## src/rtl/fb_pkg.sv

```systemverilog
package fb_pkg;
  localparam int CNT_W  = 32;
  localparam int ADDR_W = 3;
  localparam int NFLAG  = 4;

  typedef enum logic [ADDR_W-1:0] {
    ADDR_ICNT = 3'd0,
    ADDR_DCNT = 3'd1,
    ADDR_CMP  = 3'd2,
    ADDR_SEL  = 3'd3,
    ADDR_FLAG = 3'd4,
    ADDR_EN   = 3'd5
  } reg_addr_e;

  localparam int FLG_PROG  = 0;
  localparam int FLG_ERASE = 1;
  localparam int FLG_BURST = 2;
  localparam int FLG_MATCH = 3;
endpackage

```

## src/rtl/fb_counter.sv

```systemverilog
module fb_counter #(
  parameter int W = 32
) (
  input  logic         clk,
  input  logic         rst_n,
  input  logic         wr_en,
  input  logic [W-1:0] wr_data,
  input  logic         inc,
  output logic [W-1:0] cnt_q,
  output logic         inc_fire
);
  logic [W-1:0] cnt_d;
  logic         cnt_ce;

  always_comb begin
    inc_fire = inc & ~wr_en;
    cnt_ce   = wr_en | inc;
    if (wr_en)    cnt_d = wr_data;
    else if (inc) cnt_d = cnt_q + W'(1);
    else          cnt_d = cnt_q;
  end

  always_ff @(posedge clk or negedge rst_n) begin
    if (!rst_n)      cnt_q <= '0;
    else if (cnt_ce) cnt_q <= cnt_d;
  end


  cnt_write_wins_chk: assert property (@(posedge clk) disable iff (!rst_n)
    wr_en |=> cnt_q == $past(wr_data));


  cnt_step_chk: assert property (@(posedge clk) disable iff (!rst_n)
    (inc && !wr_en) |=> cnt_q == $past(cnt_q) + W'(1));


  cnt_hold_chk: assert property (@(posedge clk) disable iff (!rst_n)
    (!inc && !wr_en) |=> $stable(cnt_q));
endmodule

```

## src/rtl/fb_match.sv

```systemverilog
module fb_match #(
  parameter int W = 32
) (
  input  logic [W-1:0] cnt_i,
  input  logic         fire_i,
  input  logic [W-1:0] cnt_d,
  input  logic         fire_d,
  input  logic         sel,
  input  logic [W-1:0] cmp,
  output logic         hit
);
  logic [W-1:0] watch_cnt;
  logic         watch_fire;

  always_comb begin
    watch_cnt  = sel ? cnt_d  : cnt_i;
    watch_fire = sel ? fire_d : fire_i;
    hit        = watch_fire && ((watch_cnt + W'(1)) == cmp);
  end
endmodule

```

## src/rtl/fb_flags.sv

```systemverilog
module fb_flags #(
  parameter int N = 4
) (
  input  logic         clk,
  input  logic         rst_n,
  input  logic [N-1:0] set_evt,
  input  logic [N-1:0] clr_mask,
  input  logic [N-1:0] en,
  output logic [N-1:0] flags_q,
  output logic         irq
);
  logic [N-1:0] flags_d;

  always_comb begin
    flags_d = (flags_q & ~clr_mask) | set_evt;
    irq     = |(flags_q & en);
  end

  always_ff @(posedge clk or negedge rst_n) begin
    if (!rst_n) flags_q <= '0;
    else        flags_q <= flags_d;
  end

  for (genvar k = 0; k < N; k++) begin : g_flag_chk

    flag_sticky_chk: assert property (@(posedge clk) disable iff (!rst_n)
      (flags_q[k] && !clr_mask[k]) |=> flags_q[k]);

    flag_set_wins_chk: assert property (@(posedge clk) disable iff (!rst_n)
      set_evt[k] |=> flags_q[k]);
  end


  irq_source_chk: assert property (@(posedge clk) disable iff (!rst_n)
    irq |-> (flags_q != '0));
endmodule

```

## src/rtl/fetch_bench_unit.sv

```systemverilog
module fetch_bench_unit
  import fb_pkg::*;
#(
  parameter int CNT_W = fb_pkg::CNT_W
) (
  input  logic              clk,
  input  logic              rst_n,
  input  logic              ifetch_stb,
  input  logic              dfetch_stb,
  input  logic              prog_err_evt,
  input  logic              erase_done_evt,
  input  logic              burst_done_evt,
  input  logic [ADDR_W-1:0] reg_addr,
  input  logic              reg_wen,
  input  logic [CNT_W-1:0]  reg_wdata,
  output logic [CNT_W-1:0]  reg_rdata,
  output logic              irq
);
  localparam int NCNT = 2;

  logic [NCNT-1:0]  cnt_wr;
  logic [NCNT-1:0]  cnt_inc;
  logic [NCNT-1:0]  cnt_fire;
  logic [CNT_W-1:0] cnt_val [NCNT];

  logic [CNT_W-1:0] cmp_q, cmp_d;
  logic             sel_q, sel_d;
  logic [NFLAG-1:0] en_q, en_d;
  logic             cfg_ce;

  logic             match_hit;
  logic [NFLAG-1:0] flag_set;
  logic [NFLAG-1:0] flag_clr;
  logic [NFLAG-1:0] flags_q;

  assign cnt_inc = {dfetch_stb, ifetch_stb};

  // Counters sit at addresses 0 .. NCNT-1 in fetch-kind order.
  for (genvar g = 0; g < NCNT; g++) begin : g_cnt
    assign cnt_wr[g] = reg_wen && (reg_addr == ADDR_W'(g));
    fb_counter #(.W(CNT_W)) u_cnt (
      .clk      (clk),
      .rst_n    (rst_n),
      .wr_en    (cnt_wr[g]),
      .wr_data  (reg_wdata),
      .inc      (cnt_inc[g]),
      .cnt_q    (cnt_val[g]),
      .inc_fire (cnt_fire[g])
    );
  end

  always_comb begin
    cmp_d  = cmp_q;
    sel_d  = sel_q;
    en_d   = en_q;
    cfg_ce = 1'b0;
    if (reg_wen) begin
      unique case (reg_addr)
        ADDR_CMP: begin cmp_d = reg_wdata;            cfg_ce = 1'b1; end
        ADDR_SEL: begin sel_d = reg_wdata[0];         cfg_ce = 1'b1; end
        ADDR_EN:  begin en_d  = reg_wdata[NFLAG-1:0]; cfg_ce = 1'b1; end
        default: ;
      endcase
    end
  end

  always_ff @(posedge clk or negedge rst_n) begin
    if (!rst_n) begin
      cmp_q <= '0;
      sel_q <= 1'b0;
      en_q  <= '0;
    end else if (cfg_ce) begin
      cmp_q <= cmp_d;
      sel_q <= sel_d;
      en_q  <= en_d;
    end
  end

  fb_match #(.W(CNT_W)) u_match (
    .cnt_i  (cnt_val[0]),
    .fire_i (cnt_fire[0]),
    .cnt_d  (cnt_val[1]),
    .fire_d (cnt_fire[1]),
    .sel    (sel_q),
    .cmp    (cmp_q),
    .hit    (match_hit)
  );

  always_comb begin
    flag_set            = '0;
    flag_set[FLG_PROG]  = prog_err_evt;
    flag_set[FLG_ERASE] = erase_done_evt;
    flag_set[FLG_BURST] = burst_done_evt;
    flag_set[FLG_MATCH] = match_hit;
    flag_clr = (reg_wen && reg_addr == ADDR_FLAG) ? reg_wdata[NFLAG-1:0] : '0;
  end

  fb_flags #(.N(NFLAG)) u_flags (
    .clk      (clk),
    .rst_n    (rst_n),
    .set_evt  (flag_set),
    .clr_mask (flag_clr),
    .en       (en_q),
    .flags_q  (flags_q),
    .irq      (irq)
  );

  always_comb begin
    reg_rdata = '0;
    unique case (reg_addr)
      ADDR_ICNT: reg_rdata = cnt_val[0];
      ADDR_DCNT: reg_rdata = cnt_val[1];
      ADDR_CMP:  reg_rdata = cmp_q;
      ADDR_SEL:  reg_rdata[0] = sel_q;
      ADDR_FLAG: reg_rdata[NFLAG-1:0] = flags_q;
      ADDR_EN:   reg_rdata[NFLAG-1:0] = en_q;
      default:   reg_rdata = '0;
    endcase
  end


  match_on_equal_chk: assert property (@(posedge clk) disable iff (!rst_n)
    $rose(flags_q[FLG_MATCH]) |-> ((sel_q ? cnt_val[1] : cnt_val[0]) == $past(cmp_q)));


  match_not_on_write_chk: assert property (@(posedge clk) disable iff (!rst_n)
    $rose(flags_q[FLG_MATCH]) |-> !$past(cnt_wr[sel_q]));


  match_needs_fire_chk: assert property (@(posedge clk) disable iff (!rst_n)
    $rose(flags_q[FLG_MATCH]) |-> $past(sel_q ? cnt_fire[1] : cnt_fire[0]));
endmodule

```

## config.mk

```make
export PLATFORM = sky130hd
export DESIGN_NAME = fetch_bench_unit
export DESIGN_NICKNAME = d
export VERILOG_FILES = /design/src/rtl/fb_pkg.sv /design/src/rtl/fb_counter.sv /design/src/rtl/fb_match.sv /design/src/rtl/fb_flags.sv /design/src/rtl/fetch_bench_unit.sv
export SDC_FILE = /design/constraint.sdc
export NUM_CORES = 1
export LEC_CHECK = 0
export CAP_MARGIN = 20
export CORE_MARGIN = 2
export CORE_UTILIZATION = 35
export DETAILED_ROUTE_END_ITERATION = 10
export SLEW_MARGIN = 30
export SYNTH_ARGS = -nofsm -noshare
export SYNTH_HDL_FRONTEND = slang
export SYNTH_HIERARCHICAL = 1
export SYNTH_SLANG_ARGS = --single-unit
```

## constraint.sdc

```tcl
create_clock -name clk -period 4.4 [get_ports clk]
set_input_delay 0.88 -clock clk [delete_from_list [all_inputs] [get_ports clk]]
set_output_delay 0.88 -clock clk [all_outputs]
set_load 0.01 [all_outputs]
```

==> qor.log <==
INFO  floorplanning  initial_util=35.4%
INFO  synthesis      synth.distinct_cells=67
INFO  route          postRouteAntennaNets=0
INFO  placement      placement.io_buffers=75
INFO  sta            timing.clock.skew=0.00707ns
INFO  layout         final_layout_size_suffix_gt1_share=14.9%
INFO  synthesis      synth.yosys.seq_area_share=31.8%
INFO  floorplanning  die-area=0.0248mm2
INFO  route          dr.pass1.iters=7
INFO  critical_path  critPathArrivalTime=2.96ns
INFO  global_routing grt_max_degree=70
INFO  pwr            power_per_cell_area=433mW/mm2
INFO  clock_network  buffer_count_from_post_cts_setup_fixing=0
INFO  floorplanning  fp.dieH=158um
INFO  floorplanning  num_io_pins=76
INFO  sta            grt_setup_unrepaired=no
INFO  sta            layout_setup_ws=0.556ns
INFO  clock_network  post_cts_hold_buffer_count=0
INFO  critical_path  crit_path_max_fanout=39
INFO  pwr            sw_pwr=1.70mW
INFO  clock_network  clk_pin_slew=0.07ns
INFO  critical_path  r2r-start=sel_q$_DFFE_PN0P_
INFO  pwr            power_frac_clock=21.8%
INFO  hold_path      worstHoldEndpoint=u_flags/flags_q[0]$_DFF_PN0_
INFO  route          routed_vias=7461
INFO  critical_path  setup.worst_path.class=input pin to output port
INFO  critical_path  timing.critical_path.required=3.52ns
INFO  pwr            intPower=2.44mW
INFO  synthesis      syn_nets=970
INFO  clock_network  cts_tree=done
INFO  hold_path      whs_path_depth=1
INFO  clock_network  cts_root_buf=sky130_fd_sc_hd__clkbuf_16
INFO  clock_network  cts_resized=0
INFO  layout         nNetsFinal=1018
INFO  critical_path  reg2reg_capture_point=u_flags/flags_q[3]$_DFF_PN0_
INFO  sta            actual_transition_at_the_worst_max_transition_pin=0.729ns
INFO  route          drtIter0Drc=611
INFO  placement      detailedPlace.worstSlack=0.566ns
INFO  placement      gpl.final_weighted_congestion=0.917
INFO  synthesis      asyncSetResetFlopFracSynth=100%
INFO  clock_network  clockBufferDepth=2
INFO  synthesis      yosys_warnings=6
INFO  pwr            power.ir.vdd_worst=0.216mV
INFO  route          routed_via_density=5.76
INFO  clock_network  cts.sinks=105
INFO  route          detail_route.drc_violations=0
INFO  layout         final_cell_mix=104 x sky130_fd_sc_hd__dfrtp_1, 97 x sky130_fd_sc_hd__nand2_1, 72 x sky130_fd_sc_hd__clkdlybuf4s50_1
INFO  pwr            swShare=41.0%
INFO  pwr            power_leakage=3.56nW
INFO  layout         flow.area_growth_from_synthesis=15.8%
INFO  sta            timing.final.setup_violations=0
INFO  hold_path      hold_class=register to register
INFO  global_routing grt_overflow_total=0
INFO  job            cap_violations=0
INFO  global_routing grt_use_total=21.8%
INFO  global_routing antenna_violations_before_repair=0
INFO  synthesis      netlist_instances=924
INFO  pwr            share_of_power_burned_in_registers=40.4%
INFO  synthesis      avgSynthCellArea=8.94um2
INFO  critical_path  worst-r2r-setup-slack=0.99ns
INFO  global_routing wire_length_of_the_first_global_routing_pass=41600um
INFO  synthesis      mappedNetlistArea=0.00826mm2
INFO  sta            totalNegativeSetupSlack=0ns
INFO  route          detail_route.wl_per_cell=20.6um
INFO  synthesis      synth_seq_cells=105
INFO  sta            remaining_max_slew_budget_at_the_tightest_pin=51.4%
INFO  layout         antenna-diode-count=0
INFO  critical_path  r2r_cells=11
INFO  floorplanning  die_x=158um
INFO  placement      dp.final_hpwl=18600um
INFO  floorplanning  floorplan.rows=56
INFO  critical_path  critical_path_source=reg_addr[0]
INFO  synthesis      number_of_flops_mapped_to_enable_cells_by_yosys=0
INFO  hold_path      hold_path.startpoint=u_flags/flags_q[0]$_DFF_PN0_
INFO  clock_network  cts_buffers=9
INFO  global_routing via_count_of_the_first_global_routing_pass=7083
INFO  sta            hold_violation_total_from_the_final_report=0
INFO  pwr            combPwrFrac=37.8%
INFO  sta            finalCritPeriodShare=87.4%
INFO  clock_network  clk_latency=0.37ns
INFO  layout         mostFrequentLayoutCell=sky130_fd_sc_hd__dfrtp_1
INFO  synthesis      postSynth.topFlopCell=sky130_fd_sc_hd__dfrtp_1
INFO  critical_path  critical_path_start_type=input pin
INFO  clock_network  clock_tree.htree_level_count=3
INFO  sta            fmax=0.260GHz
INFO  route          wirelength=26700um
INFO  floorplanning  core-area=0.0233mm2
INFO  sta            final-max-slew-violation-count=0
INFO  critical_path  critical_path.endpoint_type=output port
INFO  sta            min_period=3.84ns
INFO  status         run_status=finished, final reports clean
==> per-stage QoR <==
| stage | instances | hold slack (ns) | area, um2 | util, % | total power [mW] |
|---|---|---|---|---|---|
| 5_1_grt | 1295 | 0.532 | 9570 | 41.0 | 4.39 |
| 6_report | 1295 | 0.516 | 9570 | 41.0 | 4.14 |
| 2_1_floorplan | 924 | 0.466 | 8260 | - | 2.67 |
| 4_1_cts | 1295 | 0.512 | 9560 | 41.0 | 4.14 |
| 3_5_place_dp | 1280 | 0.496 | 9240 | 39.6 | 3.22 |
| 3_3_place_gp | 1280 | 0.495 | 9240 | 39.6 | 3.19 |
==> worst max-delay path: stages <==
cell	delay, ns
sky130_fd_sc_hd__clkdlybuf4s50_1	0.48
sky130_fd_sc_hd__buf_4	0.41
sky130_fd_sc_hd__mux2_2	0.39
sky130_fd_sc_hd__a22oi_1	0.19
sky130_fd_sc_hd__o21ai_0	0.12
sky130_fd_sc_hd__clkdlybuf4s50_1	0.49
==> power by group through the flow <==
| stage | logic [mW] | clock network [mW] | registers (mW) |
|---|---|---|---|
| 3_5_place_dp | 1.54 | 0 | 1.68 |
| 2_1_floorplan | 1.16 | 0 | 1.50 |
| 3_3_place_gp | 1.52 | 0 | 1.67 |
| 4_1_cts | 1.55 | 0.923 | 1.66 |
| 6_report | 1.56 | 0.903 | 1.67 |
| 5_1_grt | 1.70 | 0.965 | 1.72 |
==> registers in the layout, indices dropped and copies added, names as in the netlist <==
name,flops
g_cnt.u_cnt/cnt_q,64
cmp_q,32
en_q,4
u_flags/flags_q,4
sel_q,1
==> kinds of logic after synthesis <==
family,share of synthesized area (%)
xor+xnor,8.17
mux,13.9
fa+ha+maj,0.455
compound gates,14.5
flops,31.8
simple gates,26.8
buf+inv,4.42
==> synthesized netlist by cell type, types with 7 or more instances <==
cell	number	area share [%]
sky130_fd_sc_hd__nand4b_1	9	0.95
sky130_fd_sc_hd__buf_6	10	1.4
sky130_fd_sc_hd__a21oi_1	42	2.5
sky130_fd_sc_hd__or3_1	23	1.7
sky130_fd_sc_hd__nand4_2	7	1.1
sky130_fd_sc_hd__xnor2_1	42	4.5
sky130_fd_sc_hd__mux2_2	43	5.9
sky130_fd_sc_hd__and2_1	11	0.83
sky130_fd_sc_hd__nor2_1	41	1.9
sky130_fd_sc_hd__or4_1	11	1.0
sky130_fd_sc_hd__and3_1	9	0.68
sky130_fd_sc_hd__clkbuf_1	26	1.2
sky130_fd_sc_hd__nand3b_1	7	0.64
sky130_fd_sc_hd__inv_1	10	0.45
sky130_fd_sc_hd__mux2i_1	66	8.0
sky130_fd_sc_hd__dfrtp_1	105	32
sky130_fd_sc_hd__a22oi_1	10	0.91
sky130_fd_sc_hd__nand2_1	97	4.4
sky130_fd_sc_hd__o31ai_1	8	0.73
sky130_fd_sc_hd__xor2_1	35	3.7
sky130_fd_sc_hd__nand3_1	32	1.9
sky130_fd_sc_hd__buf_2	10	0.61
sky130_fd_sc_hd__a31oi_1	28	2.1
sky130_fd_sc_hd__and4_1	13	1.4
sky130_fd_sc_hd__o21ai_0	58	3.5
sky130_fd_sc_hd__or2_2	30	2.3
sky130_fd_sc_hd__o211ai_1	9	0.82
sky130_fd_sc_hd__nand4_1	39	3.0
sky130_fd_sc_hd__nor2b_1	12	0.91
sky130_fd_sc_hd__buf_4	8	0.73
==> final cells by class <==
cell class / instances / area, um2
Fill cell: 2412 / 13800
Multi-Input combinational cell: 753 / 5280
Sequential cell: 105 / 2630
Timing Repair Buffer: 91 / 900
Tap cell: 319 / 399
Clock buffer: 9 / 225
Clock inverter: 6 / 92.6
Inverter: 12 / 45.0
==> worst max-delay path by stage <==
stage | to | slack, ns | depth (start not counted)
after global placement | reg_rdata[0] | 0.56 | 6
after CTS | reg_rdata[0] | 0.56 | 6
after floorplan | u_flags/flags_q[3]$_DFF_PN0_ | 1.03 | 15
final | reg_rdata[0] | 0.56 | 6
after detailed placement | reg_rdata[0] | 0.57 | 6
after global routing | reg_rdata[0] | 0.44 | 6
==> metal layers <==
metal  GRT usage (%)  part of all wire [%]  routed length (um)  vias up
met4            6.41                   2.2                 578        0
met5               0                     0                   0        -
met2            35.4                    47               12500      241
li1                -                     -                   -     3517
met3            3.53                   4.8                1290       35
met1            30.1                    46               12300     3668
No activity file was read; power rests on OpenSTA's default activity.
